--- src/rtl/ir_wake_matcher.sv ---
module ir_wake_matcher #(
  parameter int NUM_CH    = 2,
  parameter int CODE_W    = 32,
  parameter int WID_W     = 12,
  parameter int MAX_CODES = 4,
  parameter int PRESC     = 16
) (
  input  logic                          clk,
  input  logic                          rst_n,
  input  logic [NUM_CH-1:0]             ir_in,
  input  logic [2*WID_W-1:0]            win_ldr_lo,
  input  logic [2*WID_W-1:0]            win_ldr_hi,
  input  logic [2*WID_W-1:0]            win_dat_lo,
  input  logic [2*WID_W-1:0]            win_zero_hi,
  input  logic [2*WID_W-1:0]            win_one_hi,
  input  logic [MAX_CODES*CODE_W-1:0]   match_tbl,
  input  logic [$clog2(MAX_CODES+1)-1:0] match_cnt,
  input  logic [NUM_CH-1:0]             match_en,
  output logic [NUM_CH-1:0]             wake_irq,
  output logic [NUM_CH*CODE_W-1:0]      code_o
);
  localparam int CNT_W = $clog2(MAX_CODES+1);
  localparam int BIT_W = (CODE_W > 1) ? $clog2(CODE_W) : 1;
  localparam int PS_W  = (PRESC > 1) ? $clog2(PRESC) : 1;

  typedef enum logic [2:0] {S_IDLE, S_LL, S_LH, S_DL, S_DH} st_t;

  logic [PS_W-1:0] ps_q;
  wire tick = (ps_q == PS_W'(PRESC-1));

  always_ff @(posedge clk or negedge rst_n)
    if (!rst_n) ps_q <= '0;
    else        ps_q <= tick ? '0 : ps_q + 1'b1;

  function automatic logic in_win(input logic [WID_W-1:0] w, input logic [2*WID_W-1:0] win);
    return (w >= win[WID_W-1:0]) && (w <= win[2*WID_W-1:WID_W]);
  endfunction

  function automatic logic tbl_hit(input logic [CODE_W-1:0] word,
                                   input logic [MAX_CODES*CODE_W-1:0] tbl,
                                   input logic [CNT_W-1:0] cnt);
    logic hit;
    hit = 1'b0;
    for (int j = 0; j < MAX_CODES; j++)
      if ((CNT_W'(j) < cnt) && (tbl[j*CODE_W +: CODE_W] == word)) hit = 1'b1;
    return hit;
  endfunction

  for (genvar c = 0; c < NUM_CH; c++) begin : g_ch
    logic [1:0]        sync_q;
    logic              prev_q;
    st_t               st_q;
    logic [WID_W-1:0]  w_q;
    logic [BIT_W-1:0]  nb_q;
    logic [CODE_W-1:0] sh_q, code_q;
    logic              irq_q;

    wire lvl     = sync_q[1];
    wire edge_w  = lvl ^ prev_q;
    wire is_zero = in_win(w_q, win_zero_hi);
    wire is_one  = in_win(w_q, win_one_hi);
    wire last    = (nb_q == BIT_W'(CODE_W-1));
    wire [CODE_W-1:0] nxt_sh = {~is_zero, sh_q[CODE_W-1:1]};

    always_ff @(posedge clk or negedge rst_n) begin
      if (!rst_n) begin
        sync_q <= 2'b11;
        prev_q <= 1'b1;
        st_q   <= S_IDLE;
        w_q    <= '0;
        nb_q   <= '0;
        sh_q   <= '0;
        code_q <= '0;
        irq_q  <= 1'b0;
      end else begin
        sync_q <= {sync_q[0], ir_in[c]};
        prev_q <= lvl;
        irq_q  <= 1'b0;
        if (edge_w)                 w_q <= WID_W'(tick);
        else if (tick && w_q != '1) w_q <= w_q + 1'b1;
        if (edge_w) begin
          case (st_q)
            S_IDLE: if (!lvl) st_q <= S_LL;
            S_LL:   st_q <= in_win(w_q, win_ldr_lo) ? S_LH : S_IDLE;
            S_LH: begin
              nb_q <= '0;
              st_q <= in_win(w_q, win_ldr_hi) ? S_DL : S_IDLE;
            end
            S_DL:   st_q <= in_win(w_q, win_dat_lo) ? S_DH : S_IDLE;
            S_DH: begin
              if (is_zero || is_one) begin
                sh_q <= nxt_sh;
                nb_q <= nb_q + 1'b1;
                st_q <= S_DL;
                if (last) begin
                  code_q <= nxt_sh;
                  irq_q  <= match_en[c] && tbl_hit(nxt_sh, match_tbl, match_cnt);
                  nb_q   <= '0;
                  st_q   <= S_IDLE;
                end
              end else begin
                st_q <= S_IDLE;
              end
            end
            default: st_q <= S_IDLE;
          endcase
        end
      end
    end

    assign wake_irq[c]                 = irq_q;
    assign code_o[c*CODE_W +: CODE_W]  = code_q;
  end
endmodule

--- config.mk ---
export PLATFORM = sky130hd
export DESIGN_NAME = ir_wake_matcher
export DESIGN_NICKNAME = d
export VERILOG_FILES = /design/src/rtl/ir_wake_matcher.sv
export SDC_FILE = /design/constraint.sdc
export NUM_CORES = 1
export LEC_CHECK = 0
export BUFFER_PORTS_ARGS = -buffer_cell sky130_fd_sc_hd__buf_4
export CAP_MARGIN = 10
export CORE_AREA = 3 3 214 195
export DETAILED_ROUTE_END_ITERATION = 6
export DIE_AREA = 0 0 217 198
export SLEW_MARGIN = 20
export SYNTH_ARGS = -nofsm -noshare
export SYNTH_HDL_FRONTEND = slang
export SYNTH_SLANG_ARGS = --single-unit
--- constraint.sdc ---
create_clock -name clk -period 2.9 [get_ports clk]
set_clock_uncertainty 0.05 [all_clocks]
set_input_delay 0.145 -clock clk [delete_from_list [all_inputs] [get_ports clk]]
set_output_delay 0.145 -clock clk [all_outputs]
set_load 0.05 [all_outputs]
Yosys cells after proc, flatten, opt, wreduce, memory -nomap -nowiden:

Cells that the tools add are included.

* output and inout port bits: 66
* input bits: 257
* word-level logic and storage cells: 162
* register bits after elaboration: 180

* $lt $le $gt $ge: 24
* reductions and logical operators: 38
* add/subtract/negate cells: 5
* equal/unequal tests: 25
* multiplexer cells: 49
* bitwise gates (word level): 4

Operator list (count)
* equality test 32 bit: 8
* greater-or-equal comparator 12 bit: 10
* less-or-equal comparator 12 bit: 10
* two-way mux 12 bit: 4
* case mux 3 bit (5 select lines): 2
* adder 12 x 1 -> 12 bit, second input constant: 2
* two-way mux 1 bit: 24
* inequality test 12 bit, second input constant: 2
* logical AND 1 bit: 22
* two-way mux 5 bit: 4
* case mux 5 bit (2 select lines): 2
* two-way mux 3 bit: 6
* equality test 3 x 2 -> 1 bit, second input constant: 4
* two-way mux 2 bit: 6
* AND reduction 3 bit: 4
* adder 5 x 1 -> 5 bit, second input constant: 2
* equality test 5 bit, second input constant: 2
* inequality test 2 bit, second input constant: 4
* AND reduction 4 bit: 2
* nonzero test 2 bit: 4
* equality test 3 x 1 -> 1 bit, second input constant: 2
* equality test 3 bit, second input constant: 2
* logical NOT 3 bit: 2
* < comparator 1 x 3 -> 1 bit, first input constant: 2
* 8 further kinds: 13

Logic depth before layout (Yosys ltp):

Gate-level depths: netlist of the first run.

* word-level depth: 18
* depth in mapped cells: 12
* depth with buffers taken out: 10

Worst setup path before layout of the first run:

OpenSTA, ideal clock, no wires.

* path type: reg2reg
* start point: register g_ch[0].w_q[5]
* end point: register g_ch[0].code_q[10]
* clock period less this slack: 2.999 ns
* buffers on the path: 2
* library setup time: 0.125 ns
* slack: -0.099 ns
* cell stages (with the launch flop): 12
* required time: 2.725 ns
* data arrival time: 2.824 ns
* path through: dfrtp_1 > ha_1 > a21o_1 > a21o_1 > a21o_1 > a2111oi_4 > a2bb2oi_2 > o21ai_2 > or2_1 > buf_6 > buf_6 > mux2_4

* word-level cells in the longest chain between the ends: 4
* elaborated cells on any way between the ends: 8
* those cells by class: 4 x order compare; 4 x reduce/logical

RTL lines
* from (decl): line 53 `logic [WID_W-1:0] w_q;`
* from (signal assigned): line 79 `if (edge_w) w_q <= WID_W'(tick);`
* from (signal assigned): line 80 `else if (tick && w_q != '1) w_q <= w_q + 1'b1;`
* greater-or-equal comparator 12 bit / less-or-equal comparator 12 bit (equally long branches): line 36 `return (w >= win[WID_W-1:0]) && (w <= win[2*WID_W-1:WID_W]);`
* logical AND 1 bit: line 36
* logical OR 1 bit *: line 91 `if (is_zero || is_one) begin`
* AND reduction 4 bit (no line) *
* to (signal assigned): line 96 `code_q <= nxt_sh;`
* to (decl): line 55 `logic [CODE_W-1:0] sh_q, code_q;`

Every way passes the cells marked *; elsewhere a longest branch is shown, timed or not.
A chain may end at the register's enable or synchronous reset.

Final worst setup path of the first run:

* start point: register g_ch[1].w_q[3]
* end point: register g_ch[1].code_q[28]

* word-level cells in the longest chain between the ends: 4
* elaborated cells on any way between the ends: 8
* those cells by class: 4 x order compare; 4 x reduce/logical

RTL lines (line)
* from (decl): 53
* from (signal assigned): 79
* from (signal assigned): 80
* greater-or-equal comparator 12 bit / less-or-equal comparator 12 bit (equally long branches): 36
* logical AND 1 bit: 36
* logical OR 1 bit *: 91
* AND reduction 4 bit (no line) *
* to (signal assigned): 96
* to (decl): 55

Marked as above.

==> flow_summary.ini, run 1 <==
[outcome]
status = finished, violations left
violations = negative setup slack

[drt]
drt-total-wl_um = 66000
via_count = 14300
drt_iter0_drc = 999
drc = 0
first_pass_iters = 5
ant_nets = 0
post_drt_wl_per_cell_um = 25.7
vias_per_cell = 5.56

[timing]
layout_setup_ws_ns = -0.0857
worst_pin_slew_ns = 0.844
max_freq_mhz = 335
slew_violations = 0
rsz0062_at_grt = yes
setup_viol = 51
period_share_pct = 103
fin_crit_ns = 2.99
fin_setup_tns_ns = -2.49
max-slew-margin-rel_pct = 43.8
whs_ns = 0.150
final_hold_viol_count = 0

[hold_path]
hold_class = primary input to flip-flop
hold-path-cell-count = 4
min-delay-start = match_tbl[95]

[synth]
yosysMostFrequentCell = ha_1
synth_compound_area_share_pct = 10.5
yosysTopAreaCell = dfrtp_1
async_flop_share_pct = 100
synth_area_per_cell_um2 = 9.66
synth-xor-area-share_pct = 15.0
synth.top_cell.area_share_pct = 27.3
yosys.area_share.simple_pct = 11.8
synth_edf_count = 0
syn_inst = 1634
syn_area_um2 = 15800
ys_top_cells_by_count = ha_1 (247), xor2_1 (181), dfrtp_1 (172), inv_1 (128), mux2_2 (95)
yosysUniqueCellTypes = 65
synth_top_family_by_area = adder cells
yosys_warnings = 0
synth_nets = 2138
synthTopCellsByArea = dfrtp_1 (27%), ha_1 (20%), xor2_1 (10%)
synth-seq-cells = 178
muxShareOfSynthArea_pct = 9.50
synth_fa_ha_area_share_pct = 19.6
seq_area_frac_synth_pct = 28.3
synthFlopType = dfrtp_1

[setup_path]
cp_slowest_cell = or4_1
crit_family = compound AO/OA/AOI/OAI gates
crit_start = g_ch[1].w_q[3]
worstReg2RegEnd = g_ch[1].code_q[28]
critPathMaxFanout = 4
cp-end-kind = flip-flop
critical_path.cell_chain = buf_6, ha_4, o21a_1, nor2_1, or4_1, a21oi_2, o22ai_4, a21o_4, nor2_4, buf_12, buf_8, clkbuf_16, mux2_4
r2r-start = g_ch[1].w_q[3]
cp-start-kind = flip-flop
max_stage_delay_ns = 0.48
r2r_cells = 13
crit_buf_inv = 4
r2r_slack_ns = -0.09
arrival_ns = 3.27
path_depth = 13
required_ns = 3.18
endpoint = g_ch[1].code_q[28]
path_class = flip-flop to flip-flop

[place]
numPlacedInstances = 2507
hpwl_um = 53400
io_buffers = 322
dp_slack_ns = -0.156
gp_congestion = 1.05

[clock_network]
cts_made_buffers = 17
clockBufferDepth = 2
cts_tree = built
clock-root-buffer = clkbuf_16
clkSlewWorstSetupHoldPaths_ns = 0.07
htreeDepth = 4
clock_sinks = 178
clock_latency_ns = 0.45

[floorplanning]
dieArea_um2 = 43000
rows = 69
core_um2 = 39500
die_width_um = 217
io_pins = 323
start_util_pct = 39.9
dieHeight_um = 198

[final_layout]
final_core_util_pct = 52.7
syn2layout_area_growth_pct = 31.9
antennaDiodeCount = 0
drive_above_1_share_pct = 32.5
regArea_um2 = 4470
multiInputGateArea_um2 = 10800
instances_no_fill = 2571
fill_cells = 3611
nNetsFinal = 2530

[global_route]
grt_max_degree = 98
use_met3_pct = 3.90
busiest_layer = met2
grt_pass1_wl_um = 92900
grt_pass1_vias = 14300
antenna_found_initial = 0
overflow = 0
use_met2_pct = 47.0
use_met1_pct = 41.4
track_usage_pct = 29.6

[power]
ir_drop_v = 0.000362
powerDensity_nw_per_um2 = 281
p_leak_nw = 11.1

[run]
max_cap_viol_count = 0
-- registers in the layout, indices dropped and copies added, names as in the netlist --
name,flops
g_ch.sh_q,62
g_ch.prev_q,2
g_ch.nb_q,10
g_ch.sync_q,4
g_ch.w_q,24
ps_q,4
g_ch.code_q,64
g_ch.st_q,6
g_ch.irq_q,2
-- cell usage in the layout, fill, tap and decap left out, types with 7 or more instances in the layout --
| cell | count |
|---|---|
| mux2_4 | 60 |
| nand2_1 | 48 |
| nand3_1 | 35 |
| inv_1 | 126 |
| mux2_2 | 63 |
| nor2_1 | 56 |
| clkbuf_16 | 22 |
| xor2_1 | 181 |
| ha_1 | 238 |
| o21ai_0 | 52 |
| nor4_1 | 50 |
| buf_6 | 7 |
| buf_4 | 422 |
| a211oi_1 | 10 |
| a21oi_1 | 62 |
| dfrtp_1 | 165 |
| nand2b_1 | 19 |
| a21o_1 | 34 |
| dfrtp_2 | 7 |
| and3_1 | 10 |
| buf_12 | 13 |
| nor2b_1 | 18 |
| nand4_1 | 63 |
| o21a_1 | 13 |
| ha_4 | 7 |
| xnor2_1 | 89 |
| o211ai_1 | 18 |
| nor3_1 | 25 |
-- what timing repair did --
action,CTS,global route
hold endpoints to repair,95,0
hold buffers,5,0
pin swaps,11,14
endpoints found under the setup margin,130,131
cloned,4,6
buffers inserted,9,12
resized for setup,60,45
-- cell families (layout without fill, tap and decap cells) --
group / Yosys count / count (layout)
AOI/OAI and AO/OA: 253 / 253
buffers and inverters: 212 / 617
xor gates and xnor gates: 270 / 270
adders and majority gates: 247 / 247
DFF: 178 / 178
and+or+nand+nor: 350 / 350
muxes: 124 / 124
-- metal layers --
metal  routed length (um)  part of all wire, %  vias to the layer above
met3                 3060                  4.6                      114
met1                30500                   46                     7098
met2                30200                   46                      435
met4                 2210                  3.3                        2
met5                   37                0.056                        -
li1                     -                    -                     6637
-- how the worst min path moves through the flow --
stage | to | slack (ns)
2_1_floorplan | g_ch[0].code_q[0] | -0.20
3_3_place_gp | g_ch[0].code_q[11] | 0.19
3_5_place_dp | g_ch[0].code_q[11] | 0.19
4_1_cts | g_ch[0].irq_q | 0.08
5_1_grt | g_ch[0].irq_q | 0.13
6_report | g_ch[0].irq_q | 0.15
-- where the power goes --
| part | internal (W) | switching (W) |
|---|---|---|
| clock network | 0.00118 | 0.00113 |
| registers | 0.00249 | 0.00000898 |
| logic | 0.000486 | 0.000550 |
| total | 0.00416 | 0.00169 |
-- tightest hold or removal path: stages --
cell and delay [ns]:
buf_4 0.14, nor2_1 0.05, o21ai_0 0.19, a211oi_2 0.07
-- metrics by stage --
step           power [W]  cell area, um^2
2_1_floorplan    0.00296            15800
3_3_place_gp     0.00355            19400
3_5_place_dp     0.00356            19400
4_1_cts          0.00588            20500
5_1_grt          0.00609            20800
6_report         0.00585            20800
-- area by class of cell --
type	count	share of cell area (%)
timing repair buffer	457	18.1
multi-input combinational	1244	52.1
clock buffer	18	2.11
sequential	178	21.5
inverter	128	2.31
tap	532	3.20
clock inverter	14	0.775
(Power assumes the default switching activity.)
==> inputs of run 2 (changes only) <==
Settings changed: CORE_AREA 3 3 214 195 to 3 3 242 173, DIE_AREA 0 0 217 198 to 0 0 245 176, GPL_ROUTABILITY_DRIVEN from default to 0, PLACE_DENSITY from default to 0.64.
==> flow_summary.ini, run 2 (same netlist as run 1, synthesis figures left out) <==
[clock_network]
cts_tree = built
clock_sinks = 178
clock_latency_ns = 0.44
cts_made_buffers = 17
clock-root-buffer = clkbuf_16
htreeDepth = 4
clkSlewWorstSetupHoldPaths_ns = 0.07
clockBufferDepth = 2

[floorplanning]
dieArea_um2 = 43100
io_pins = 323
die_width_um = 245
core_um2 = 39600
dieHeight_um = 176
rows = 61
start_util_pct = 39.9

[outcome]
violations = design-rule violations, negative setup slack
status = finished, violations left

[timing]
layout_setup_ws_ns = -0.105
worst_pin_slew_ns = 0.660
final_hold_viol_count = 0
fin_crit_ns = 3.01
rsz0062_at_grt = yes
period_share_pct = 104
max-slew-margin-rel_pct = 54.9
setup_viol = 32
max_freq_mhz = 333
slew_violations = 0

[hold_path]
min-delay-start = match_tbl[31]
hold_class = primary input to flip-flop
hold-path-cell-count = 4

[drt]
first_pass_iters = 7
ant_nets = 0
drt-total-wl_um = 64700
post_drt_wl_per_cell_um = 25.0
drt_iter0_drc = 1979
via_count = 14900
drc = 59
vias_per_cell = 5.77

[final_layout]
drive_above_1_share_pct = 32.9
nNetsFinal = 2538
biggestRegsByFlops = g_ch.code_q x64, g_ch.sh_q x62, g_ch.w_q x24
syn2layout_area_growth_pct = 33.1
largest_register_ffs = 64
regMostFlops = g_ch.code_q
final_core_util_pct = 53.1
final_common_cell = buf_4
multiInputGateArea_um2 = 11000
instances_no_fill = 2587
layout_common_cells = buf_4 (431), ha_1 (236), xor2_1 (181), dfrtp_1 (163), inv_1 (126)
regArea_um2 = 4470
fill_cells = 3494

[setup_path]
r2r_slack_ns = -0.11
path_depth = 10
arrival_ns = 3.28
max_stage_delay_ns = 0.41
critPathMaxFanout = 8
critical_path.cell_chain = buf_4, ha_1, a21oi_1, o21ai_0, o31ai_4, o221a_4, o21ai_4, or2_4, clkbuf_16, mux2_4
r2r_cells = 10
path_class = flip-flop to flip-flop
cp-end-kind = flip-flop
crit_buf_inv = 2
crit_family = compound AO/OA/AOI/OAI gates
cp_slowest_cell = dfrtp_2
required_ns = 3.17
r2r-start = g_ch[0].w_q[9]
crit_start = g_ch[0].w_q[9]
cp-start-kind = flip-flop

[place]
numPlacedInstances = 2516
io_buffers = 322
hpwl_um = 51300

[global_route]
grt_pass1_vias = 14900
overflow = 0
track_usage_pct = 28.6
grt_pass1_wl_um = 91700
grt_max_degree = 67
antenna_found_initial = 4

[power]
ir_drop_v = 0.000422
p_leak_nw = 11.2
powerDensity_nw_per_um2 = 279

[run]
max_cap_viol_count = 0
[run 2: changes by cell type in the layout (fill, tap and decap cells not counted), moves of 4 or more]
| cell | delta |
|---|---|
| buf_12 | -4 |
| buf_4 | +9 |
| diode_2 | +5 |
| ha_4 | +4 |
[run 2: tightest hold or removal path: stages]
cell      delay [ns]
buf_4           0.14
nand4_1         0.06
a31o_2          0.16
a211oi_2        0.07
[run 2: metrics by stage]
| step | cell area [um^2] | total power (W) | hold slack (ns) | worst slack [ns] | setup TNS (ns) |
|---|---|---|---|---|---|
| after floorplan | 15800 | 0.00296 | -0.201 | -0.0595 | -2.47 |
| after global placement | 19500 | 0.00352 | 0.140 | -0.137 | -5.68 |
| after detailed placement | 19500 | 0.00354 | 0.145 | -0.219 | -11.10 |
| after CTS | 20500 | 0.00589 | 0.0536 | -0.00966 | -0.0520 |
| after global routing | 21000 | 0.00612 | 0.131 | -0.141 | -5.54 |
| final | 21000 | 0.00587 | 0.126 | -0.105 | -2.69 |
[run 2: path summary, 6_finish.rpt]
check | to
min | g_ch[0].irq_q
min in group asynchronous | g_ch[0].code_q[19]
min reg2reg | g_ch[1].sync_q[1]
max reg2reg | g_ch[0].code_q[15]
max in group asynchronous | g_ch[1].code_q[14]
max | g_ch[0].code_q[15]
[run 2: what timing repair did]
item,in CTS,in global routing
pin swaps,10,14
gates cloned,4,6
hold buffers,5,0
hold endpoints to repair,64,0
setup buffers,18,3
endpoints found under the setup margin,109,136
gates resized for setup,43,64
[run 2: where the power goes]
| part | total [W] | internal [W] | leakage (nW) | switching, W |
|---|---|---|---|---|
| combinational | 0.00105 | 0.000502 | 8.47 | 0.000549 |
| clock | 0.00231 | 0.00116 | 0.284 | 0.00115 |
| sequential | 0.00250 | 0.00249 | 2.44 | 0.00000879 |
| total | 0.00587 | 0.00416 | 11.2 | 0.00171 |
[run 2: metal layers]
layer  up-vias  track usage [%]  part of all wire, %
met2       878             40.6                   41
li1       6636                -                    -
met3       237             11.6                   12
met1      7179             38.6                   42
met5         -                0                    0
met4         0             11.4                  4.5
[run 2: area by class of cell]
class	count	share of cell area, %
tap	535	3.18
timing repair buffer	465	18.2
clock inverter	14	0.768
inverter	128	2.29
sequential	178	21.3
multi-input combinational	1244	52.2
clock buffer	18	2.04
antenna	5	0.0595
